**src/rtl/oog_pkg.sv**
```systemverilog
package oog_pkg;

    typedef enum logic [1:0] {
        PD_IDLE      = 2'd0,
        PD_HOLD_CYC  = 2'd1,
        PD_HOLD_TIME = 2'd2,
        PD_DOWN      = 2'd3
    } pd_state_e;

    typedef struct packed {
        logic meta;
        logic stable;
    } sync2_t;

    function automatic int imax(input int a, input int b);
        return (a > b) ? a : b;
    endfunction

    function automatic int cnt_bits(input int limit);
        return (limit < 2) ? 1 : $clog2(limit + 1);
    endfunction

endpackage

```
**src/rtl/oog_pdn_filter.sv**
```systemverilog
module oog_pdn_filter
    import oog_pkg::*;
#(
    parameter int PD_MIN_CYC = 2,
    parameter int PD_TICKS   = 10
) (
    input  logic clk,
    input  logic rst,
    input  logic pdn_async,
    input  logic tick,
    output logic pd_down
);
    localparam int CW = cnt_bits(imax(PD_MIN_CYC, PD_TICKS));
    localparam logic [CW-1:0] CYC_LAST  = CW'(PD_MIN_CYC - 1);
    localparam logic [CW-1:0] TICK_LAST = CW'(PD_TICKS - 1);

    sync2_t    sync_q;
    pd_state_e st_q, st_d;
    logic [CW-1:0] cnt_q, cnt_d;

    always_ff @(posedge clk) begin
        if (rst) begin
            sync_q <= '0;
        end else begin
            sync_q.meta   <= pdn_async;
            sync_q.stable <= sync_q.meta;
        end
    end

    always_comb begin
        st_d  = st_q;
        cnt_d = cnt_q;
        if (!sync_q.stable) begin
            st_d  = PD_IDLE;
            cnt_d = '0;
        end else begin
            unique case (st_q)
                PD_IDLE: begin
                    st_d  = PD_HOLD_CYC;
                    cnt_d = CW'(1);
                end
                PD_HOLD_CYC: begin
                    if (cnt_q == CYC_LAST) begin
                        st_d  = PD_HOLD_TIME;
                        cnt_d = '0;
                    end else begin
                        cnt_d = cnt_q + CW'(1);
                    end
                end
                PD_HOLD_TIME: begin
                    if (tick) begin
                        if (cnt_q == TICK_LAST) begin
                            st_d  = PD_DOWN;
                            cnt_d = '0;
                        end else begin
                            cnt_d = cnt_q + CW'(1);
                        end
                    end
                end
                PD_DOWN: begin
                    st_d = PD_DOWN;
                end
                default: begin
                    st_d  = PD_IDLE;
                    cnt_d = '0;
                end
            endcase
        end
    end

    always_ff @(posedge clk) begin
        if (rst) begin
            st_q  <= PD_IDLE;
            cnt_q <= '0;
        end else begin
            st_q  <= st_d;
            cnt_q <= cnt_d;
        end
    end

    assign pd_down = (st_q == PD_DOWN);

endmodule

```
**src/rtl/oog_startup_lock.sv**
```systemverilog
module oog_startup_lock
    import oog_pkg::*;
#(
    parameter int STARTUP_CYC = 512
) (
    input  logic clk,
    input  logic rst,
    input  logic hold,
    output logic ready
);
    localparam int LW = cnt_bits(STARTUP_CYC);
    localparam logic [LW-1:0] LAST = LW'(STARTUP_CYC - 1);

    logic [LW-1:0] cnt_q;
    logic          ready_q;

    always_ff @(posedge clk) begin
        if (rst || hold) begin
            cnt_q   <= '0;
            ready_q <= 1'b0;
        end else if (!ready_q) begin
            cnt_q <= cnt_q + LW'(1);
            if (cnt_q == LAST) begin
                ready_q <= 1'b1;
            end
        end
    end

    assign ready = ready_q;

endmodule

```
**src/rtl/oog_enable_pipe.sv**
```systemverilog
module oog_enable_pipe #(
    parameter int LAT = 2
) (
    input  logic clk,
    input  logic rst,
    input  logic en_req,
    output logic gate_q
);
    logic [LAT-1:0] stage_q;

    genvar gi;
    generate
        for (gi = 0; gi < LAT; gi++) begin : g_stage
            if (gi == 0) begin : g_first
                always_ff @(posedge clk) begin
                    if (rst) stage_q[0] <= 1'b0;
                    else     stage_q[0] <= en_req;
                end
            end else begin : g_next
                always_ff @(posedge clk) begin
                    if (rst) stage_q[gi] <= 1'b0;
                    else     stage_q[gi] <= stage_q[gi-1];
                end
            end
        end
    endgenerate

    always_ff @(negedge clk) begin
        if (rst) gate_q <= 1'b0;
        else     gate_q <= stage_q[LAT-1];
    end

endmodule

```
**src/rtl/osc_out_gate.sv**
```systemverilog
module osc_out_gate
    import oog_pkg::*;
#(
    parameter int STARTUP_CYC = 512,
    parameter int PD_MIN_CYC  = 2,
    parameter int PD_TICKS    = 10,
    parameter int EN_LAT      = 2
) (
    input  logic clk_osc,
    input  logic rst,
    input  logic out_en_pin,
    input  logic out_en_sw,
    input  logic pwrdn_pin,
    input  logic ref_tick,
    output logic clk_gated,
    output logic osc_run
);
    logic pd_down;
    logic ready;
    logic en_any;
    logic en_req;
    logic gate_q;

    oog_pdn_filter #(
        .PD_MIN_CYC (PD_MIN_CYC),
        .PD_TICKS   (PD_TICKS)
    ) u_filt (
        .clk       (clk_osc),
        .rst       (rst),
        .pdn_async (pwrdn_pin),
        .tick      (ref_tick),
        .pd_down   (pd_down)
    );

    oog_startup_lock #(
        .STARTUP_CYC (STARTUP_CYC)
    ) u_lock (
        .clk   (clk_osc),
        .rst   (rst),
        .hold  (pd_down),
        .ready (ready)
    );

    assign en_any = out_en_pin | out_en_sw;
    assign en_req = en_any & ready & ~pd_down;

    oog_enable_pipe #(
        .LAT (EN_LAT)
    ) u_pipe (
        .clk    (clk_osc),
        .rst    (rst),
        .en_req (en_req),
        .gate_q (gate_q)
    );

    assign clk_gated = clk_osc & gate_q;
    assign osc_run   = ~pd_down;

endmodule

```
**config.mk**
```make
export PLATFORM = sky130hd
export DESIGN_NAME = osc_out_gate
export DESIGN_NICKNAME = d
export VERILOG_FILES = /design/src/rtl/oog_pkg.sv /design/src/rtl/oog_pdn_filter.sv /design/src/rtl/oog_startup_lock.sv /design/src/rtl/oog_enable_pipe.sv /design/src/rtl/osc_out_gate.sv
export SDC_FILE = /design/constraint.sdc
export NUM_CORES = 1
export LEC_CHECK = 0
export BUFFER_PORTS_ARGS = -buffer_cell sky130_fd_sc_hd__buf_2
export CAP_MARGIN = 20
export CORE_UTILIZATION = 50
export CTS_CLUSTER_DIAMETER = 40
export DETAILED_ROUTE_END_ITERATION = 8
export HOLD_SLACK_MARGIN = 0.02
export PLACE_DENSITY = 0.68
export SETUP_SLACK_MARGIN = 0.4
export SKIP_LAST_GASP = 1
export SYNTH_ARGS = -nofsm -noshare
export SYNTH_HDL_FRONTEND = slang
export SYNTH_HIERARCHICAL = 1
export SYNTH_SLANG_ARGS = --single-unit
```
**constraint.sdc**
```tcl
create_clock -name clk_osc -period 2.24 [get_ports clk_osc]
set_clock_uncertainty 0.15 [all_clocks]
set_input_delay 0.224 -clock clk_osc [delete_from_list [all_inputs] [get_ports clk_osc]]
set_output_delay 0.224 -clock clk_osc [all_outputs]
set_load 0.01 [all_outputs]
```
Word level (Yosys, flattened, before mapping). Index checks and enable logic that the tools add are counted.

Muxes and demuxes: 10. Add/subtract/negate cells: 2. Reduce and logical (&&, ||, !) cells: 6. Eq/ne operators: 9. Bitwise operators: 6.

Operators with widths (count): two-way mux 4 bit (3); one-hot mux 4 bit (3 select lines) (1); adder 10 x 1 -> 10 bit, second input constant (1); == test 10 x 9 -> 1 bit, second input constant (1); one-hot mux 2 bit (4 select lines) (1); two-way mux 2 bit (3); adder 4 x 1 -> 4 bit, second input constant (1); == test 2 bit, second input constant (2); == test 4 x 1 -> 1 bit, second input constant (1); == test 4 bit, second input constant (1); != test 2 x 1 -> 1 bit, second input constant (2); AND 1 bit (3); AND reduction 3 bit (1); nonzero test 3 bit (1); == test 2 x 1 -> 1 bit, second input constant (1); zero test 2 bit (1); two-way mux 1 bit (2); != test 2 bit, second input constant (1); NOT 1 bit (2); AND reduction 2 bit (1); OR reduction 2 bit (1); logical OR 1 bit (1); OR 1 bit (1).

Output and inout port bits: 2. Bits in registers: 22.

Logic depth before layout (Yosys ltp).
Depth after elaboration: 4. Gate-level depth with buffers: 6. Depth with buffers taken out: 6.

Hierarchy. The synthesis kept the hierarchy.

By module, submodules not included: oog_startup_lock (area an instance 494.2 um^2, instances 1, sequential area each 220.2 um^2, cells an instance 52); oog_pdn_filter (area an instance 476.7 um^2, instances 1, sequential area each 160.2 um^2, cells an instance 54); oog_enable_pipe (area an instance 82.6 um^2, instances 1, sequential area each 60.1 um^2, cells an instance 7); osc_out_gate (area an instance 20.0 um^2, instances 1, sequential area each 0.0 um^2, cells an instance 3).

==> reports/summary.txt <==
R2R Path End - u_pipe/stage_q[0]$_SDFF_PP0_
Post-Syn Nets - 130
Routed WL - 1910 um
Hold path start - rst
Mean Syn Cell Area - 9.25 um^2
Worst-Margin Slew - 0.321 ns
Clock latency on the worst-skew pair - 0.41 ns
Post-DP HPWL - 1260 um
Number of max-cap violations - 0
Largest net degree at the start of global routing - 14
Synth cell types - 34
Final setup margin - -0.294 ns
Port Buffers - 7
DR WL/cell - 11.8 um
Post-synth top flop - dfxtp_1
Post-CTS setup buffer count - 0
Worst Path Required - 1.87 ns
Power Dens Cells - 619 nW/um^2
Initial antenna violation count - 0
EDFF count, synth - 0
Synthesized flop and latch total - 22
Commonest non-fill, non-tap cell in the layout - dfxtp_1
Worst Reg-to-Reg Cells - 5
Final net count - 149
Layout cells sized above 1 - 0.201
Chip Width - 48.3 um
Most frequent cells in the layout - dfxtp_1 (20), nor2_1 (10), nor2b_1 (8), a21oi_1 (8), ha_1 (7)
Critical Path AT - 2.16 ns
First-pass GRT wire length - 3120 um
Hold endpoint - u_lock/cnt_q[8]$_SDFFE_PP0N_
Hold slack final - 0.0991 ns
Hold Path Depth - 3
Async S/R FF share, synth - 0
Failing checks - negative setup slack
Routed vias - 844
CP Class - reg -> out
Drt via density - 5.24
Overall power - 0.788 mW
Mapped Cells - 116
Hold crit path type - in -> reg
Post-detailed-route count of antenna-violating nets - 0
Clk pin slew, worst setup/hold paths - 0.12 ns
Register area share after synthesis - 0.410
Reg2reg start - u_filt/st_q[1]$_SDFFE_PP0P_
FF-to-FF setup slack - 0.48 ns
Num rows - 16
Core Box Area - 1980 um^2
Final setup vio count - 2
Final Hold Viols - 0
Area added between synthesis and finish - 18.5%
# diodes - 0
Cell Area, Synth - 1070 um^2
Placer Congestion - 0.726
Cells after DPL - 149
CTS tree - done
Initial DRC count - 20
Residual DRC - 0
Nature of the critical path startpoint - flop
Synth Warn # - 6
Vias in the first global route - 729
Final Max Tran Viols - 0
Core Util, Final - 0.642
Total die area - 2340 um^2
RSZ-0062 raised after global routing - true
IO Count - 8
GRT overflow - 0
Filler-free cell count of the finished design - 161
Total track usage - 0.176
Slew headroom - 0.785
Leak Pwr - 0.524 nW
Crit-path max FO - 1
CP endpoint kind - output port
Post-place setup slack - 0.223 ns
Die Y - 48.3 um
Initial Util - 0.542
Status - finished, violations left
Drt pass-1 iters - 4
IR drop worst, VDD - 0.000549 V
cell families after synthesis:
group / Yosys count / synth area share
buf+inv: 7 / 0.0245
mux: 2 / 0.0186
simple gates: 50 / 0.287
compound gates: 23 / 0.134
xor+xnor: 4 / 0.0326
flops: 22 / 0.410
fa+ha+maj: 8 / 0.0932
per-stage QoR:
step                      area, um^2  TNS (ns)
after floorplan                 1080         0
after detailed placement        1140         0
after global routing            1270    -0.352
after CTS                       1270    -0.295
after global placement          1140         0
final                           1270    -0.294
routing by layer:
metal	up-vias	wire length, um	track usage
met5	-	0	0
met4	0	37	0.127
met3	4	76	0.0503
met2	23	819	0.225
met1	371	974	0.249
li1	446	-	-
flip-flops by register name, indices dropped and copies added, names as in the netlist:
name	count
u_lock/cnt_q	10
u_filt/cnt_q	4
u_filt/st_q	2
u_filt/sync_q	2
u_pipe/stage_q	2
u_lock/ready	1
u_pipe/gate_q	1
how the worst max path moves through the flow:
stage,depth (start not counted),from,to
6_report,2,u_pipe/gate_q$_SDFF_NP0_,clk_gated
5_1_grt,2,u_pipe/gate_q$_SDFF_NP0_,clk_gated
4_1_cts,2,u_pipe/gate_q$_SDFF_NP0_,clk_gated
3_5_place_dp,2,u_pipe/gate_q$_SDFF_NP0_,clk_gated
3_3_place_gp,2,u_pipe/gate_q$_SDFF_NP0_,clk_gated
2_1_floorplan,1,u_pipe/gate_q$_SDFF_NP0_,clk_gated
synthesized netlist by cell type, drive strengths merged, types with 2 or more instances:
cell,instances,share of area
nand3b,3,0.021
nor4,2,0.012
nand3,2,0.0093
dfxtp,22,0.41
inv,6,0.021
nand2,6,0.021
mux2i,2,0.019
ha,8,0.093
o21ai,5,0.023
xor2,3,0.024
o31ai,2,0.014
a21oi,8,0.037
or4,2,0.014
and2,2,0.013
nor3,4,0.019
nand4b,3,0.038
o21a,4,0.028
nor2b,8,0.047
or3,3,0.020
nor2,10,0.035
or2,2,0.012
report_power, final:
| group | internal (mW) | leakage (nW) | switching, mW |
|---|---|---|---|
| Sequential | 0.399 | 0.179 | 0.00852 |
| Clock | 0.198 | 0.0558 | 0.145 |
| Combinational | 0.0199 | 0.289 | 0.0178 |
| Total | 0.616 | 0.524 | 0.172 |
worst max-delay path, stage by stage (launching register included):
cell	delay, ns
dfxtp_2	0.31
and2_4	0.13
buf_6	0.11
cell type report:
class,instances,area (um^2)
clock buffers,8,81.3
well taps,27,33.8
flip-flops and latches,22,443
fillers,162,709
multi-input cells,87,612
inverters,5,18.8
clock inverters,1,3.75
repair buffers,11,80.1
what timing repair did:
item | 4_1_cts | 5_1_grt
hold buffers | 5 | 0
gates resized for setup | 1 | 3
cloned | 0 | 0
endpoints found under the setup margin | 2 | 3
hold endpoints to repair | 5 | 0
No activity file was read; power rests on OpenSTA's default activity.
